===== config.mk =====
export PLATFORM = sky130hd
export DESIGN_NAME = scan_irq_ctrl
export DESIGN_NICKNAME = d
export VERILOG_FILES = /design/src/rtl/scan_irq_pkg.sv /design/src/rtl/scan_irq_ctl.sv /design/src/rtl/scan_irq_dp.sv /design/src/rtl/scan_irq_ctrl.sv
export SDC_FILE = /design/constraint.sdc
export NUM_CORES = 1
export LEC_CHECK = 0
export CAP_MARGIN = 20
export CORE_MARGIN = 4
export CORE_UTILIZATION = 60
export DETAILED_ROUTE_END_ITERATION = 8
export DONT_BUFFER_PORTS = 1
export GPL_ROUTABILITY_DRIVEN = 0
export PLACE_DENSITY = 0.86
export SLEW_MARGIN = 15
export SYNTH_ARGS = -nofsm -noshare
export SYNTH_HDL_FRONTEND = slang
export SYNTH_SLANG_ARGS = --single-unit

===== constraint.sdc =====
create_clock -name clk -period 4.5 [get_ports clk]
set_clock_uncertainty 0.2 [all_clocks]
set_input_delay 0.225 -clock clk [delete_from_list [all_inputs] [get_ports clk]]
set_output_delay 0.225 -clock clk [all_outputs]
set_load 0.05 [all_outputs]

===== src/rtl/scan_irq_pkg.sv =====
package scan_irq_pkg;

  // One-cycle commands from the decoder to the register datapath
  typedef struct packed {
    logic wrPosLvl;
    logic wrVblLvl;
    logic wrCmp;
    logic ackPos;
    logic ackVbl;
    logic lineEvt;
  } ctlStrobes_t;

  typedef enum logic [1:0] {
    RD_NONE   = 2'd0,
    RD_POSLVL = 2'd1,
    RD_VBLLVL = 2'd2,
    RD_CMP    = 2'd3
  } rdSel_t;

endpackage


===== src/rtl/scan_irq_ctl.sv =====
module scan_irq_ctl
  import scan_irq_pkg::*;
#(
  parameter int ADDR_W      = 16,
  parameter int WIN_LSB     = 12,
  parameter int POS_LVL_WIN = 5,
  parameter int VBL_LVL_WIN = 7,
  parameter int POS_ACK_WIN = 13,
  parameter int VBL_ACK_WIN = 15
) (
  input  logic [ADDR_W-1:0] busAddr,
  input  logic              busRd,
  input  logic              busWr,
  input  logic [1:0]        busByteEn,
  input  logic              cmpSel,
  input  logic              lineStart,
  output ctlStrobes_t       strobes,
  output rdSel_t            rdSel
);

  localparam int WIN_W = ADDR_W - WIN_LSB;

  logic [WIN_W-1:0] winCode;
  logic             access;
  logic             mainAccess;
  logic             lowLane;
  logic             hitPosLvl, hitVblLvl, hitPosAck, hitVblAck;
  logic             unusedCtl;

  assign winCode    = busAddr[ADDR_W-1:WIN_LSB];
  assign access     = busRd | busWr;
  assign mainAccess = access & ~cmpSel;
  assign lowLane    = busByteEn[0];
  assign unusedCtl  = ^{busAddr[WIN_LSB-1:0], busByteEn[1]};

  assign hitPosLvl = (winCode == WIN_W'(POS_LVL_WIN));
  assign hitVblLvl = (winCode == WIN_W'(VBL_LVL_WIN));
  assign hitPosAck = (winCode == WIN_W'(POS_ACK_WIN));
  assign hitVblAck = (winCode == WIN_W'(VBL_ACK_WIN));

  always_comb begin
    strobes          = '0;
    strobes.wrPosLvl = busWr & ~cmpSel & lowLane & hitPosLvl;
    strobes.wrVblLvl = busWr & ~cmpSel & lowLane & hitVblLvl;
    strobes.wrCmp    = busWr & cmpSel & lowLane;
    strobes.ackPos   = mainAccess & hitPosAck;
    strobes.ackVbl   = mainAccess & hitVblAck;
    strobes.lineEvt  = lineStart;
  end

  always_comb begin
    rdSel = RD_NONE;
    if (busRd) begin
      if (cmpSel)         rdSel = RD_CMP;
      else if (hitPosLvl) rdSel = RD_POSLVL;
      else if (hitVblLvl) rdSel = RD_VBLLVL;
    end
  end

endmodule


===== src/rtl/scan_irq_dp.sv =====
module scan_irq_dp
  import scan_irq_pkg::*;
#(
  parameter int DATA_W    = 16,
  parameter int LVL_W     = 3,
  parameter int CMP_W     = 8,
  parameter int SCAN_W    = 10,
  parameter int VBL_COUNT = 480
) (
  input  logic                     clk,
  input  logic                     rstN,
  input  ctlStrobes_t              strobes,
  input  rdSel_t                   rdSel,
  input  logic [DATA_W-1:0]        wrData,
  input  logic [SCAN_W-1:0]        scanCount,
  output logic [DATA_W-1:0]        rdData,
  output logic [(1<<LVL_W)-1:0]    irqLines,
  output logic [LVL_W-1:0]         posLvl,
  output logic [LVL_W-1:0]         vblLvl,
  output logic [CMP_W-1:0]         cmpVal
);

  localparam int NUM_LINES = 1 << LVL_W;

  logic trigVbl, trigPos, flushAll;
  logic [NUM_LINES-1:0] linesNext;
  logic unusedDp;

  assign unusedDp = ^wrData[DATA_W-1:CMP_W];

  // Source triggers, sampled only on a line-start strobe
  assign trigVbl  = strobes.lineEvt & (scanCount == SCAN_W'(VBL_COUNT));
  assign trigPos  = strobes.lineEvt & (scanCount == SCAN_W'({cmpVal, 1'b0}));
  assign flushAll = strobes.wrPosLvl | strobes.wrVblLvl;

  // Per-line next state: trigger beats acknowledge and flush
  for (genvar i = 0; i < NUM_LINES; i++) begin : g_line
    logic setHit, clrHit;
    assign setHit = (trigPos & (posLvl == LVL_W'(i))) |
                    (trigVbl & (vblLvl == LVL_W'(i)));
    assign clrHit = flushAll |
                    (strobes.ackPos & (posLvl == LVL_W'(i))) |
                    (strobes.ackVbl & (vblLvl == LVL_W'(i)));
    assign linesNext[i] = setHit | (irqLines[i] & ~clrHit);
  end

  always_ff @(posedge clk) begin
    if (!rstN) begin
      irqLines <= '0;
      posLvl   <= '0;
      vblLvl   <= '0;
      cmpVal   <= '0;
    end else begin
      irqLines <= linesNext;
      if (strobes.wrPosLvl) posLvl <= wrData[LVL_W-1:0];
      if (strobes.wrVblLvl) vblLvl <= wrData[LVL_W-1:0];
      if (strobes.wrCmp)    cmpVal <= wrData[CMP_W-1:0];
    end
  end

  always_comb begin
    unique case (rdSel)
      RD_POSLVL: rdData = DATA_W'(posLvl);
      RD_VBLLVL: rdData = DATA_W'(vblLvl);
      RD_CMP:    rdData = DATA_W'(cmpVal);
      default:   rdData = '0;
    endcase
  end

endmodule


===== src/rtl/scan_irq_ctrl.sv =====
module scan_irq_ctrl
  import scan_irq_pkg::*;
#(
  parameter int ADDR_W      = 16,
  parameter int DATA_W      = 16,
  parameter int LVL_W       = 3,
  parameter int CMP_W       = 8,
  parameter int SCAN_W      = 10,
  parameter int VBL_COUNT   = 480,
  parameter int WIN_LSB     = 12,
  parameter int POS_LVL_WIN = 5,
  parameter int VBL_LVL_WIN = 7,
  parameter int POS_ACK_WIN = 13,
  parameter int VBL_ACK_WIN = 15
) (
  input  logic                  clk,
  input  logic                  rstN,
  input  logic [ADDR_W-1:0]     busAddr,
  input  logic                  busRd,
  input  logic                  busWr,
  input  logic [1:0]            busByteEn,
  input  logic [DATA_W-1:0]     busWrData,
  output logic [DATA_W-1:0]     busRdData,
  input  logic                  cmpSel,
  input  logic [SCAN_W-1:0]     scanCount,
  input  logic                  lineStart,
  output logic [(1<<LVL_W)-1:0] irqLines
);

  ctlStrobes_t       strobes;
  rdSel_t            rdSel;
  logic [LVL_W-1:0]  posLvl;
  logic [LVL_W-1:0]  vblLvl;
  logic [CMP_W-1:0]  cmpVal;

  scan_irq_ctl #(
    .ADDR_W(ADDR_W), .WIN_LSB(WIN_LSB),
    .POS_LVL_WIN(POS_LVL_WIN), .VBL_LVL_WIN(VBL_LVL_WIN),
    .POS_ACK_WIN(POS_ACK_WIN), .VBL_ACK_WIN(VBL_ACK_WIN)
  ) ctl_i (
    .busAddr(busAddr), .busRd(busRd), .busWr(busWr), .busByteEn(busByteEn),
    .cmpSel(cmpSel), .lineStart(lineStart), .strobes(strobes), .rdSel(rdSel)
  );

  scan_irq_dp #(
    .DATA_W(DATA_W), .LVL_W(LVL_W), .CMP_W(CMP_W),
    .SCAN_W(SCAN_W), .VBL_COUNT(VBL_COUNT)
  ) dp_i (
    .clk(clk), .rstN(rstN), .strobes(strobes), .rdSel(rdSel),
    .wrData(busWrData), .scanCount(scanCount), .rdData(busRdData),
    .irqLines(irqLines), .posLvl(posLvl), .vblLvl(vblLvl), .cmpVal(cmpVal)
  );

endmodule


==> results of run 1 <==
==> where the power goes <==
part	internal, mW	switching (mW)	leakage (nW)
Clock	0.0495	0.0620	0.0210
Combinational	0.0186	0.0370	0.452
Sequential	0.197	0.00282	0.178
Total	0.265	0.102	0.651
==> synth_stat cells (2+ instances only) <==
cell / instances / area share
buf_4: 8 / 0.042
inv_1: 2 / 0.0052
and3_1: 5 / 0.022
nor2b_1: 20 / 0.087
nand2_1: 12 / 0.031
nor4_2: 5 / 0.043
and2_1: 5 / 0.022
buf_2: 3 / 0.010
nand3_1: 13 / 0.045
dfxtp_1: 22 / 0.31
clkbuf_1: 4 / 0.010
mux2i_1: 16 / 0.11
nor2_1: 5 / 0.013
o31ai_1: 3 / 0.016
nand4_1: 29 / 0.13
xor2_1: 8 / 0.049
==> critical path, stage by stage (launching register included) <==
cell and delay [ns]:
dfxtp_1 0.44, nor2b_1 0.38, a21oi_1 0.08, o31ai_1 0.18, and2_1 0.47
==> registers in the layout (all words and copies together), names as in the netlist <==
register       count
dp_i.cmpVal        8
dp_i.irqLines      8
dp_i.posLvl        3
dp_i.vblLvl        3
==> kinds of logic (layout without fill, tap and decap cells) <==
family                    Yosys count  after routing  share of synthesized area
and+or+nand+nor                   100            100                      0.433
DFF                                22             22                      0.305
buffers and inverters              17             18                     0.0676
muxes                              16             16                      0.111
xor gates and xnor gates            8              8                     0.0485
AOI/OAI and AO/OA                   6              6                     0.0321
other                               1              8                    0.00260
==> routing by layer <==
metal,global-route usage,vias up
met5,0,-
met4,0.0762,0
met2,0.424,72
met3,0.0814,8
li1,-,630
met1,0.264,624
==> worst min path at each step <==
stage | startpoint | end | slack [ns] | cells past startpoint
final | cmpSel | dp_i.posLvl[2]$_SDFFE_PN0P_ | 0.03 | 3
after global routing | cmpSel | dp_i.posLvl[2]$_SDFFE_PN0P_ | 0.04 | 3
after CTS | cmpSel | dp_i.posLvl[2]$_SDFFE_PN0P_ | 0.02 | 3
after detailed placement | rstN | dp_i.cmpVal[4]$_SDFFE_PN0P_ | 0.16 | 1
after global placement | rstN | dp_i.cmpVal[4]$_SDFFE_PN0P_ | 0.16 | 1
after floorplan | rstN | dp_i.vblLvl[0]$_SDFFE_PN0P_ | 0.15 | 1
==> final cells by class <==
| cell class | instances | area, um2 | share of cell area |
|---|---|---|---|
| clock buffers | 4 | 36.3 | 0.0231 |
| multi-input cells | 138 | 932 | 0.593 |
| well taps | 28 | 35.0 | 0.0223 |
| repair buffers | 12 | 120 | 0.0764 |
| inverters | 2 | 7.51 | 0.00478 |
| flip-flops and latches | 22 | 440 | 0.280 |
==> what timing repair did <==
action	CTS	global route
hold buffers	12	0
endpoints found under the hold margin	14	0
setup buffers	0	0
endpoints found under the setup margin	0	0
==> per-stage QoR <==
stage / power (mW) / setup slack, ns / instance area [um2]
2_1_floorplan: 0.254 / 2.79 / 1470
3_3_place_gp: 0.249 / 2.61 / 1420
3_5_place_dp: 0.250 / 2.58 / 1420
4_1_cts: 0.366 / 2.20 / 1570
5_1_grt: 0.380 / 2.11 / 1570
6_report: 0.367 / 2.21 / 1570
==> metrics, run 1 <==
outcome finished, final reports clean; Worst-Margin Slew about 0.74 ns; sequential element share of the synthesized area 0.305; non-filler instance count after layout about 200; Clock Tree Buf Depth 2; Slew headroom 0.503; buffer type at the clock tree root clkbuf_4; site row count 17; Worst-path clk slew between 0.1 and 0.15 ns; maximum clock frequency about 0.44 GHz; DRT met1 WL approximately 1400 um; CP Launch Point dp_i.posLvl[1]$_SDFFE_PN0P_; Final period util 0.509; vias per cell about 6.5; Boundary Pins 74; first-pass GRT wire length 6150 um; Final min period between 2 and 2.5 ns; Post-Syn Area per Cell 8.49 um2; vias in the first global route 1,349; total CTS buffers 3; Lkg Pwr between 0.6 and 0.7 nW; Total Wirelength approximately 3800 um; Tot GR Track Use 0.238; DRT iter0 DRCs 57; number of max-cap violations 0; CTS tree built; Seq cells post-synth 22; DRT Pass-1 Iters 4; ratio of cells with drive above 1 in the final layout 0.0618; placed insts 190; worst hold slack 0.0317 ns; PortBufs 0; Die Wd 57.1 um; R2R Path Start dp_i.cmpVal[7]$_SDFFE_PN0P_; Gate Count Post-Synth 170; maximum vdd ir drop between 0.0002 and 0.00025 V; ys async rst share 0; final setup vio count 0; Slew Viols, Final 0; Die Ht about 57 um; CTS H-tree lvls 1; wire per inst 18.4 um; crit path kind register to primary output; crit-path max FO 5; worst path required time around 4 ns; setup TNS 0 ns; metal3 WL around 380 um; worst reg2reg endpoint dp_i.irqLines[7]$_SDFF_PN0_; Syn-to-layout area delta 8.84%; PwrDens around 230 nW/um2; Die ar. approximately 3300 um2; FILL cells between 150 and 200; clock sink count 22; R2R setup slack ~2.7 ns; Final nets between 200 and 250; DRC Markers 0; Starting Density 0.640; Post-synth EDFFs 0; Core Footprint around 2300 um2; met2 routed wirelength around 2000 um; CP Launch Type register; initial antenna violation count 0; final hold vios 0; Post-CTS Resized 0; largest net degree at the start of global routing 17; HPWL Detailed between 2000 and 3000 um; final core utilization 0.697; Worst Path Arrival between 1.5 and 2 ns; Most used DFF post-synth dfxtp_1; max layer used met4; most frequent cells in the layout nand4_1, dfxtp_1, nor2b_1; Crit. End Element primary output; clk_lat worst skew approximately 0.32 ns; Routed Antenna Nets 0; unrepaired setup endpoints after global routing false; depth of the worst register-to-register path 4; Worst Hold Class primary input to register; routed via count 1,334; commonest non-fill, non-tap cell in the layout nand4_1; synth unique cells 26; ant diodes 0; gr ovfl total 0; Synth Warn # 0; Post-Syn Area between 1000 and 1500 um2; critical path endpoint busRdData[1]
Note: power is estimated with default switching activity, not from simulation.
==> inputs of run 2 (changes only) <==
==> constraint.sdc (replaced) <==
create_clock -name clk -period 2.4 [get_ports clk]
set_clock_uncertainty 0.2 [all_clocks]
set_input_delay 0.12 -clock clk [delete_from_list [all_inputs] [get_ports clk]]
set_output_delay 0.12 -clock clk [all_outputs]
set_load 0.05 [all_outputs]
==> metrics, run 2 (same netlist as run 1, synthesis figures left out) <==
clk_lat worst skew approximately 0.32 ns; gr ovfl total 0; critical path's slowest cell dlygate4sd3_1; slowest stage delay, CP approximately 0.62 ns; switching pwr between 150 and 200 uW; initial antenna violation count 0; Starting Density 0.640; Tot GR Track Use 0.251; top flop regs dp_i.cmpVal: 8 flops, dp_i.irqLines: 8 flops; Clock Tree Buf Depth 2; CP Launch Type primary input; FILL cells ~170; Lkg Pwr 0.661 nW; Power Total approximately 690 uW; first-pass GRT wire length about 6500 um; Gate power share 0.158; worst path required time 2.47 ns; vias in the first global route roughly 1,400; Area after DPL 1420 um2; Worst Path Arrival between 2 and 2.5 ns; maximum vdd ir drop between 0.0004 and 0.0005 V; unrepaired setup endpoints after global routing false; Most common cell on crit path dlygate4sd3_1; CP delay by family, top buffers and inverters; critical-path cell list dlygate4sd3_1 > or4_1 > dlygate4sd3_1 > nor4_2 > nand2_1 > nand3_1; area of the multi-input gates just over 900 um2; wire per inst a little under 20 um; Sequential cell area ~440 um2; crit-path max FO 4; vias per cell just under 7; Worst Hold Class primary input to register; most frequent cells in the layout nand4_1, dfxtp_1, nor2b_1; PortBufs 0; Final nets about 230; Worst-path clk slew between 0.1 and 0.15 ns; setup TNS 0 ns; Boundary Pins 74; outcome finished, final reports clean; Internal Pwr Total ~500 uW; Net Sw Frac 0.279; Die ar. around 3300 um2; Final period util 0.947; Crit. End Element register; Total Wirelength between 4000 and 5000 um; post-route cell area about 1600 um2; commonest non-fill, non-tap cell in the layout nand4_1; clock sink count 22; routed via count between 1,000 and 1,500; Post-CTS Resized 0; final hold vios 0; Routed Antenna Nets 0; Die Ht between 50 and 60 um; CTS H-tree lvls 1; Final min period about 2.3 ns; HPWL Detailed approximately 2700 um; Clock power frac 0.302; Slew Viols, Final 0; worst hold slack 0.0171 ns; ratio of cells with drive above 1 in the final layout 0.0608; CP bufs+invs 2; Reg power frac 0.541; Slew headroom 0.503; largest net degree at the start of global routing 17; buffer type at the clock tree root clkbuf_4; CTS tree built; Syn-to-layout area delta 10.9%; Die Wd 57.1 um; maximum clock frequency roughly 0.44 GHz; site row count 17; crit path kind primary input to register; Worst-Margin Slew roughly 0.74 ns; DRC Markers 0; DRT iter0 DRCs 87; final core utilization 0.710; Core Footprint ~2300 um2; total CTS buffers 3; final setup vio count 0; DRT Pass-1 Iters 5; post-CTS setup buffer count 0; PwrDens around 430 nW/um2; number of max-cap violations 0; ant diodes 0
[run 2: cell types whose count changed in the layout (fill, tap and decap cells not counted)]
cell           delta
dlygate4sd3_1     +3
[run 2: stage by stage]
step | std cells | worst slack, ns
after floorplan | 177 | 0.798
after global placement | 190 | 0.613
after detailed placement | 190 | 0.586
after CTS | 209 | 0.199
after global routing | 209 | 0.102
final | 209 | 0.127
[run 2: per-layer routing]
| metal | vias to the layer above | GRT usage | share of wire |
|---|---|---|---|
| li1 | 637 | - | - |
| met1 | 656 | 0.272 | 0.35 |
| met2 | 99 | 0.440 | 0.50 |
| met3 | 28 | 0.0905 | 0.11 |
| met4 | 0 | 0.106 | 0.043 |
| met5 | - | 0 | 0 |
[run 2: worst paths after layout]
path / startpoint / endpoint / slack (ns) / cells after the start
max reg2reg: dp_i.cmpVal[7]$_SDFFE_PN0P_ / dp_i.irqLines[7]$_SDFF_PN0_ / 0.56 / 4
min: cmpSel / dp_i.vblLvl[2]$_SDFFE_PN0P_ / 0.02 / 3
max: scanCount[4] / dp_i.irqLines[7]$_SDFF_PN0_ / 0.13 / 6
min reg2reg: dp_i.cmpVal[4]$_SDFFE_PN0P_ / dp_i.cmpVal[4]$_SDFFE_PN0P_ / 0.37 / 2
[run 2: timing repair]
| action | 4_1_cts | 5_1_grt |
|---|---|---|
| hold buffers | 15 | 0 |
| hold endpoints to repair | 22 | 0 |
| endpoints found under the setup margin | 0 | 0 |
[run 2: worst reg2reg max path, delay by kind of cell (launching register included)]
kind	cells	cell delay [ns]
and+or+nand+nor	3	1.07
xor gates and xnor gates	1	0.18
DFF	1	0.36
[run 2: layout make-up]
type                       count  area share
multi-input combinational    138       0.582
sequential                    22       0.275
timing repair buffer          15      0.0937
clock buffer                   4      0.0227
tap                           28      0.0219
inverter                       2     0.00469
[run 2: power by group through the flow]
stage	clock [mW]	sequential [mW]	combinational, mW
6_report	0.210	0.376	0.110
5_1_grt	0.224	0.376	0.117
3_5_place_dp	0	0.383	0.0859
3_3_place_gp	0	0.383	0.0831
2_1_floorplan	0	0.382	0.0941
4_1_cts	0.209	0.375	0.107
